File: config.mk
export PLATFORM = sky130hd
export DESIGN_NAME = usb_frame_timer
export DESIGN_NICKNAME = d
export VERILOG_FILES = /design/src/rtl/usb_frame_timer.sv
export SDC_FILE = /design/constraint.sdc
export NUM_CORES = 1
export LEC_CHECK = 0
export CAP_MARGIN = 20
export CORE_UTILIZATION = 35
export DETAILED_ROUTE_END_ITERATION = 10
export GPL_ROUTABILITY_DRIVEN = 0
export HOLD_SLACK_MARGIN = 0.05
export PLACE_DENSITY_LB_ADDON = 0.2
export SLEW_MARGIN = 20
export SYNTH_ARGS = -nofsm -noshare
export SYNTH_HDL_FRONTEND = slang
export SYNTH_SLANG_ARGS = --single-unit
File: constraint.sdc
create_clock -name clk -period 7.95 [get_ports clk]
set_input_delay 1.1925 -clock clk [delete_from_list [all_inputs] [get_ports clk]]
set_output_delay 1.1925 -clock clk [all_outputs]
set_load 0.02 [all_outputs]
File: src/rtl/usb_frame_timer.sv
module usb_frame_timer #(
  parameter int          CW      = 14,
  parameter int          FNW     = 16,
  parameter logic [13:0] FI_RST  = 14'd11999,
  parameter logic [13:0] PS_RST  = 14'd0,
  parameter logic [14:0] LS_RST  = 15'h0628
) (
  input  logic        clk,
  input  logic        rst_n,
  input  logic        run,
  input  logic        bit_tick,
  input  logic        intv_we,
  input  logic [31:0] intv_wdata,
  input  logic        pstart_we,
  input  logic [13:0] pstart_wdata,
  input  logic        lsthr_we,
  input  logic [14:0] lsthr_wdata,
  output logic [31:0] intv_q,
  output logic [31:0] remain_q,
  output logic [15:0] frame_num,
  output logic [13:0] pstart_q,
  output logic [14:0] lsthr_q,
  output logic        sof_pulse,
  output logic        fno_pulse,
  output logic        periodic_ok
);
  localparam int TOP = FNW - 1;

  logic [CW-1:0]  fi_q, cnt_q, ps_q;
  logic [14:0]    mps_q, ls_q;
  logic           itog_q, rtog_q;
  logic [FNW-1:0] fn_q;
  logic           sof_q, fno_q, pf_q;

  wire            step  = run && bit_tick;
  wire            wrap  = step && (cnt_q == '0);
  wire [FNW-1:0]  fn_nx = fn_q + 1'b1;
  wire [CW-1:0]   cnt_m = cnt_q - 1'b1;

  always_ff @(posedge clk or negedge rst_n) begin
    if (!rst_n) begin
      fi_q   <= FI_RST;
      mps_q  <= '0;
      itog_q <= 1'b0;
      ps_q   <= PS_RST;
      ls_q   <= LS_RST;
      cnt_q  <= FI_RST;
      rtog_q <= 1'b0;
      fn_q   <= '0;
      sof_q  <= 1'b0;
      fno_q  <= 1'b0;
      pf_q   <= 1'b0;
    end else begin
      if (intv_we) begin
        fi_q   <= intv_wdata[13:0];
        mps_q  <= intv_wdata[30:16];
        itog_q <= intv_wdata[31];
      end
      if (pstart_we) ps_q <= pstart_wdata;
      if (lsthr_we)  ls_q <= lsthr_wdata;
      sof_q <= wrap;
      fno_q <= wrap && (fn_nx[TOP] != fn_q[TOP]);
      if (wrap) begin
        cnt_q  <= fi_q;
        rtog_q <= itog_q;
        fn_q   <= fn_nx;
        pf_q   <= 1'b0;
      end else if (step) begin
        cnt_q <= cnt_m;
        if (cnt_m <= ps_q) pf_q <= 1'b1;
      end
    end
  end

  assign intv_q      = {itog_q, mps_q, 2'b00, fi_q};
  assign remain_q    = {rtog_q, 17'd0, cnt_q};
  assign frame_num   = fn_q;
  assign pstart_q    = ps_q;
  assign lsthr_q     = ls_q;
  assign sof_pulse   = sof_q;
  assign fno_pulse   = fno_q;
  assign periodic_ok = pf_q;

  p_decrement_r2: assert property (@(posedge clk) disable iff (!rst_n)
    (step && cnt_q != '0) |=> (cnt_q == $past(cnt_q) - 1'b1) && !sof_q);

  p_reload_r3: assert property (@(posedge clk) disable iff (!rst_n)
    wrap |=> sof_q && cnt_q == $past(fi_q) && rtog_q == $past(itog_q)
             && fn_q == $past(fn_q) + 1'b1);

  p_fno_edge_r5: assert property (@(posedge clk) disable iff (!rst_n)
    fno_q |-> sof_q && (fn_q[TOP-1:0] == '0));

  p_flag_clear_r6: assert property (@(posedge clk) disable iff (!rst_n)
    sof_q |-> !pf_q);

  p_hold_r7: assert property (@(posedge clk) disable iff (!rst_n)
    !run |=> $stable(cnt_q) && $stable(fn_q) && $stable(rtog_q) && !sof_q && !fno_q);
endmodule

---- Word-level counts from Yosys, hierarchy flattened ----
Cells that the tools add are included.
word-level totals
  flip-flop bits (word level) ............. 93
  logic and storage cells ................. 27
operators by class
  magnitude comparators ................... 1
  muxes and demuxes ....................... 5
  $add $sub $neg .......................... 2
  reductions and logical operators ........ 7
  equality and inequality tests ........... 1
operators with widths
  kind                                                                  count
  14-bit two-way mux                                                    2
  16-bit by 1-bit adder with 16-bit output, second input constant       1
  14-bit less-or-equal comparator                                       1
  14-bit zero test                                                      1
  14-bit by 1-bit subtractor with 14-bit output, second input constant  1
  2-bit nonzero test                                                    2
  1-bit logical AND                                                     3
  1-bit two-way mux                                                     3
  2-bit AND reduction                                                   1
  1-bit inequality test                                                 1

---- Logic depth before layout (Yosys ltp) ----
Gate-level depths: netlist (run 1).
  depth after elaboration ................. 5
  depth in mapped cells ................... 12
  depth with buffers taken out ............ 11

---- Least setup slack after synthesis (run 1) ----
OpenSTA, ideal clock, no wires.
  path kind ............................... reg2reg
  start point ............................. register cnt_q[5]
  end point ............................... register pf_q, in the netlist periodic_ok
  stages on the path, launching flop included .. 12
  data arrival time ....................... 2747 ps
  path buffers ............................ 1
  setup slack ............................. 5137 ps
  library setup time ...................... 65 ps
  cell sequence ........................... dfrtp_1 or4_1 buf_2 nor3_1 nand2_1 xnor2_1 ha_1 nand4_1 nor4_1 nor2_1 o21ai_0 o211a_1
between the ends
  cells in the longest elaborated chain, start to end .. 4
  elaborated cells between the ends (all ways) .. 8
  those cells by class .................... 1 x add/sub; 1 x order compare; 1 x mux; 5 x reduce/logical
ends and longest elaborated chain
  item                                                                                      line    source
  from (decl)                                                                               29      logic [CW-1:0] fi_q, cnt_q, ps_q;
  from (signal assigned)                                                                    64      cnt_q <= fi_q;
  from (signal assigned)                                                                    69      cnt_q <= cnt_m;
  14-bit by 1-bit subtractor with 14-bit output / 14-bit zero test (equally long branches)  38, 36
  14-bit less-or-equal comparator / 1-bit logical AND (equally long branches)               70, 36
  2-bit nonzero test (no source line)                                                       n/a
  2-bit AND reduction (no source line)                                                      n/a
  to (signal assigned)                                                                      52      pf_q <= 1'b0;
  to (signal assigned)                                                                      67      pf_q <= 1'b0;
  to (signal assigned)                                                                      70      if (cnt_m <= ps_q) pf_q <= 1'b1;
  to (decl)                                                                                 33      logic sof_q, fno_q, pf_q;
Several ways; a longest one is shown, not always the timed one.
A chain may end at the register's enable or synchronous reset.

---- Final worst setup path (run 1) ----
  start point ............................. input bit_tick
  end point ............................... register fn_q[9], in the netlist frame_num[9]
between the ends
  cells in the longest elaborated chain, start to end .. 2
ends and longest elaborated chain
  item                  line  source
  from (decl)           11    input logic bit_tick,
  1-bit logical AND     35    wire step = run && bit_tick;
  1-bit logical AND     36    wire wrap = step && (cnt_q == '0);
  to (signal assigned)  66    fn_q <= fn_nx;
  to (decl)             32    logic [FNW-1:0] fn_q;
No other way between the ends.

==> results of run 1 <==
==> synth_stat cells (all sizes together) (9+ instances only) <==
cell    instances  area share
dfrtp          67        0.37
mux2           45        0.11
nand2          44       0.036
buf            28       0.042
o21ai          28       0.031
dfstp          26        0.15
inv            24       0.020
xnor2          18       0.035
ha             17       0.047
a21oi          11       0.012
clkbuf         11      0.0091
nand3          10       0.011
xor2            9       0.019
==> final cells by class <==
class / count / area (sq um) / share of cell area
Timing Repair Buffer: 160 / 1594 / 0.2439
Multi-Input combinational cell: 266 / 1928 / 0.2950
Inverter: 24 / 90.09 / 0.01378
Clock buffer: 11 / 242.7 / 0.03714
Tap cell: 172 / 215.2 / 0.03292
Clock inverter: 5 / 106.4 / 0.01627
Sequential cell: 93 / 2360 / 0.3610
==> critical path, stage by stage <==
cell,delay (ns)
clkdlybuf4s50_1,0.48
nand2_1,0.39
nor2_1,0.37
and2_0,0.77
and4_1,0.32
xor2_1,0.14
==> logic make-up (layout without fill, tap and decap cells) <==
kind of cell               after synthesis  in the layout  synth area share
and+or+nand+nor                         99             99            0.1160
DFF                                     93             93            0.5197
buffers and inverters                   63            200           0.07054
AOI/OAI and AO/OA                       54             54           0.06972
muxes                                   50             50            0.1226
xor gates and xnor gates                27             27           0.05374
adders and majority gates               17             17           0.04684
other                                    1             19         0.0008259
==> worst max path at each step <==
stage	from	end	slack, ns	depth (start not counted)
floorplan	cnt_q[5]	periodic_ok	5.14	11
global placement	run	frame_num[9]	4.23	6
detailed placement	bit_tick	frame_num[9]	4.17	6
CTS	bit_tick	frame_num[9]	4.52	6
global route	bit_tick	frame_num[9]	4.28	6
finish	bit_tick	frame_num[9]	4.54	6
==> metrics by stage <==
stage               worst slack [ns]  area (sq um)
CTS                            4.522          6536
global route                   4.277          6536
detailed placement             4.169          6187
floorplan                      5.137          4608
finish                         4.543          6536
global placement               4.229          6187
==> state kept, by name, indices dropped and copies added, names as in the netlist <==
name and count:
lsthr_q 15, pstart_q 14, fno_pulse 1, fi_q 14
rtog_q 1, mps_q 15, cnt_q 14, itog_q 1
sof_pulse 1, frame_num 16, periodic_ok 1
==> routing by layer <==
| layer | vias to the layer above | wire length (microns) | global-route usage |
|---|---|---|---|
| met5 | - | 0 | 0 |
| li1 | 1654 | - | - |
| met4 | 0 | 177 | 0.07179 |
| met2 | 128 | 4964 | 0.2710 |
| met3 | 10 | 917 | 0.06328 |
| met1 | 1645 | 4795 | 0.2120 |
==> where the power goes <==
group	internal (mW)	switching (mW)	total, mW
Sequential	0.557	0.0716	0.628
Combinational	0.246	0.264	0.509
Clock	0.317	0.182	0.499
Total	1.12	0.517	1.64
==> summary.md, run 1 <==
| Metric | Value |
|---|---|
| Fin Setup TNS | 0 ns |
| Residual DRC | 0 |
| Final nets | 639 |
| Synth cell types | 48 |
| Top_reg_cell synth | dfrtp_1 |
| Max FO, Critical Path | 20 |
| GRT Total Usage | 0.1718 |
| Setup Fix Bufs, Post-CTS | 0 |
| WS Path Type | input port to register |
| TritonCTS clock tree | yes |
| Leading cell type in the layout, fill and taps excluded | clkdlybuf4s50_1 |
| Port Buffers | about 160 |
| Worst-case clock buffer depth | 2 |
| Slew HR | 0.3956 |
| Worst path required time | just over 8 ns |
| Non-Filler Instances | 731 |
| Clock Latency Late Sink | roughly 0.34 ns |
| RSZ-0062 raised after global routing | false |
| Cts bufs inserted | 9 |
| Sequential share of the synthesized area | 0.5197 |
| H-tree depth | 3 |
| Synth Instances | about 400 |
| Reg-to-Reg Start | cnt_q[5] |
| FF-to-FF path depth | 10 |
| Share of cells above drive strength 1 | 0.1753 |
| Via count | ~3400 |
| Final setup fails | 0 |
| Crit path DAT | between 3 and 4 ns |
| Final-layout fill cell count | approximately 1100 |
| # diodes | 0 |
| 1st-iter DRT viols | 119 |
| Pwr per Cell Area | between 200 and 300 nW/um^2 |
| CTS resizes | 0 |
| CTS root buf | clkbuf_16 |
| DRT antenna net count | 0 |
| Post-CTS Hold Buffers | 0 |
| Leakage | ~2.8 nW |
| Max-slew violations | 0 |
| Post-DR wirelength/cell | approximately 15 microns |
| 1st-pass router iterations | 4 |
| Chip Height | about 120 microns |
| Startpoint types | input port |
| Core Util, Final | 0.5179 |
| Wirelength, routed | around 11 mm |
| Reg2Reg Capture Point | periodic_ok |
| Hold depth | 2 |
| Clock period minus worst slack | between 3 and 4 ns |
| Vias in the first global route | about 3500 |
| Worst-path clk slew | roughly 0.07 ns |
| Synthesis warning total | 0 |
| Avg Inst Size Synth | 11.24 sq um |
| Global-route wire length before repair | around 18 mm |
| Post-synth EDFFs | 0 |
| Vias per inst | ~4.7 |
| Overall Power | between 1.5 and 2 mW |
| Hold Startpoint | rtog_q |
| Final HPWL DP | 8.015 mm |
| Initial Util | 0.3598 |
| Layout Skew | approximately 0.0054 ns |
| Total Die Area | about 13000 sq um |
| Grt total ovfl | 0 |
| Worst-margin pin slew | slightly above 0.9 ns |
| # IOs | 180 |
| Core Area | roughly 13000 sq um |
| Fmax | ~290 MHz |
| Area Growth Syn to Fin | 43.95% |
| Initial antenna violation count | 0 |
| Clock Sinks | slightly above 90 |
| Worst hold slack | 0.4849 ns |
| Asr flop ratio synth | 1.000 |
| Row count | between 40 and 50 |
| Endpoints failing hold | 0 |
| Worst min-delay path class | register to register |
| Final period util | 0.4285 |
| MaxCap Viol Count | 0 |
| Commonest non-fill, non-tap cells in the layout | 157 x clkdlybuf4s50_1, 67 x dfrtp_1, 45 x mux2_2, 44 x nand2_1, 28 x o21ai_0 |
| Cells after DPL | 715 |
| Pin count of the biggest net entering global routing | 48 |
| CP endpoint kind | register |
| Synthesized area | ~4500 sq um |
| Status | completed |
| Synth Register Bits | 93 |
| Die X-Extent | between 100 and 150 microns |
| Hold endpoint | rtog_q |
| Max VDD drop | between 0.0001 and 0.00015 V |
| Reg2reg setup slack | approximately 4.8 ns |
Power figures use the tool's default switching activity.
==> run 2, diff against run 1 <==
==> constraint.sdc (replaced) <==
create_clock -name clk -period 2.8 [get_ports clk]
set_input_delay 0.42 -clock clk [delete_from_list [all_inputs] [get_ports clk]]
set_output_delay 0.42 -clock clk [all_outputs]
set_load 0.02 [all_outputs]
==> run 2 against run 1 <==
  * Count of clock-buffer cells in the layout increased by 4
  * Critical path type is now register to register
  * Critical path depth increased by 3
  * Via count increased by 1.3%
  * Clock power increased to 2.5 times the previous value
  * Largest power group unchanged
  * Non-clock buffer count increased by 13
==> summary.md, run 2 (synthesized netlist as in run 1, its figures left out) <==
| Metric | Value |
|---|---|
| Worst min-delay path class | input port to asynchronous set/reset pin |
| Clock Sinks | 93 |
| Clock Latency Late Sink | around 0.34 ns |
| # diodes | 0 |
| GRT Total Usage | 0.1698 |
| Port Buffers | around 160 |
| Vias per inst | 4.681 |
| Initial antenna violation count | 0 |
| Grt total ovfl | 0 |
| Overall Power | ~4.6 mW |
| Global-route wire length before repair | around 18 mm |
| Final HPWL DP | a little over 8 mm |
| Commonest non-fill, non-tap cells in the layout | 157 x clkdlybuf4s50_1, 67 x dfrtp_1, 45 x mux2_2, 44 x nand2_1, 28 x o21ai_0 |
| Leading cell type in the layout, fill and taps excluded | clkdlybuf4s50_1 |
| Post-CTS Hold Buffers | 0 |
| WS Path Type | register to register |
| Cells after DPL | about 730 |
| Reg2Reg Capture Point | periodic_ok |
| Dpl cell area | between 6000 and 7000 sq um |
| DRT antenna net count | 0 |
| Leakage | about 2.8 nW |
| Worst-path clk slew | 0.07 ns |
| Pwr per Cell Area | between 600 and 700 nW/um^2 |
| Final period util | 0.9360 |
| Share of cells above drive strength 1 | 0.1993 |
| # IOs | 180 |
| Row count | roughly 40 |
| Layout Skew | 0.007099 ns |
| Wirelength, routed | 10.89 mm |
| RSZ-0062 raised after global routing | false |
| Fin Setup TNS | 0 ns |
| Max VDD drop | ~0.00034 V |
| Reg area | 2360 sq um |
| Reg2reg setup slack | between 0.15 and 0.2 ns |
| Post-DR wirelength/cell | roughly 15 microns |
| Crit path DAT | between 2 and 3 ns |
| TritonCTS clock tree | yes |
| Vias in the first global route | 3601 |
| Area occupied by multi-input gates | slightly below 2000 sq um |
| Max reg flops | 16 |
| Core Area | about 13000 sq um |
| Slew HR | 0.5632 |
| Worst path required time | 3.03 ns |
| Reg-to-Reg Start | cnt_q[5] |
| CP endpoint kind | register |
| Final setup fails | 0 |
| 1st-pass router iterations | 4 |
| Max FO, Critical Path | 6 |
| Endpoints failing hold | 0 |
| Pin count of the biggest net entering global routing | 52 |
| 1st-iter DRT viols | 93 |
| CTS root buf | clkbuf_16 |
| Clock period minus worst slack | around 2.6 ns |
| Final Instance Area | 6626 sq um |
| Slowest stage delay, CP | between 0.6 and 0.7 ns |
| Worst-case clock buffer depth | 2 |
| H-tree depth | 3 |
| FF-to-FF path depth | 9 |
| Die X-Extent | 115.9 microns |
| Fmax | roughly 380 MHz |
| MaxCap Viol Count | 0 |
| Worst-margin pin slew | about 0.66 ns |
| Total Die Area | ~13000 sq um |
| Chip Height | roughly 120 microns |
| Residual DRC | 0 |
| Final-layout fill cell count | 1157 |
| Final nets | between 600 and 700 |
| Core Util, Final | 0.5251 |
| Area Growth Syn to Fin | 45.94% |
| Cts bufs inserted | 9 |
| Critical path's slowest cell | or4_4 |
| Via count | 3483 |
| Status | completed |
| Max-slew violations | 0 |
| Initial Util | 0.3598 |
| Startpoint types | register |
| Non-Filler Instances | ~740 |
| CP Cell Sequence | or4_4 -> nor4_1 -> buf_4 -> xnor2_1 -> ha_1 -> nand4_1 -> a311oi_1 -> o21ai_0 -> o211a_1 |
## run 2: cell count changes in the layout (fill, tap and decap cells not counted), sizes merged
cell,before,now
buf,3,16
clkbuf,11,15
bufinv,3,1
clkinvlp,1,0
inv,25,24
## run 2: where the power goes
group | total [mW] | internal [mW] | switching (mW)
registers | 1.77 | 1.58 | 0.192
clock network | 1.25 | 0.767 | 0.484
logic | 1.54 | 0.745 | 0.790
total | 4.56 | 3.09 | 1.47
## run 2: area by class of cell
class / instances / share of cell area
Sequential cell: 93 / 0.3561
Multi-Input combinational cell: 266 / 0.2961
Timing Repair Buffer: 173 / 0.2553
Clock buffer: 15 / 0.04192
Tap cell: 172 / 0.03248
Inverter: 24 / 0.01360
Clock inverter: 1 / 0.004532
## run 2: how the worst max path moves through the flow
stage          slack, ns      from  cells after the start          end
2_1_floorplan       0.03  cnt_q[5]                     11  periodic_ok
3_3_place_gp        0.11  cnt_q[0]                     12  periodic_ok
3_5_place_dp        0.03  cnt_q[0]                     12  periodic_ok
4_1_cts           0.0008  cnt_q[0]                     12  periodic_ok
5_1_grt             0.02  cnt_q[0]                     11  periodic_ok
6_report            0.18  cnt_q[5]                      9  periodic_ok
## run 2: layer usage
layer	wire [microns]	up-vias	GRT usage
met1	4757	1661	0.2083
met3	960	14	0.06695
met5	0	-	0
met4	195	0	0.06752
li1	-	1681	-
met2	4978	127	0.2675
## run 2: metrics by stage
step	hold slack, ns	setup WS, ns
after global routing	0.1638	0.02372
after floorplan	0.1244	0.02929
final	0.1028	0.1791
after global placement	0.4648	0.1133
after CTS	0.1393	0.0007898
after detailed placement	0.4813	0.02551
## run 2: repair_timing
| item | CTS | global route |
|---|---|---|
| endpoints found under the setup margin | 0 | 1 |
| setup buffers | 0 | 0 |
| gates resized for setup | 0 | 6 |
## run 2: worst max-delay path, delay by kind of cell, from the launching register on
kind / cells / cell delay [ns]
AO/OA/AOI/OAI: 3 / 0.52
AND/OR/NAND/NOR: 3 / 1.05
adder cells (fa/ha/maj): 1 / 0.30
flip-flops: 1 / 0.39
XOR/XNOR: 1 / 0.08
buffers and inverters: 1 / 0.17
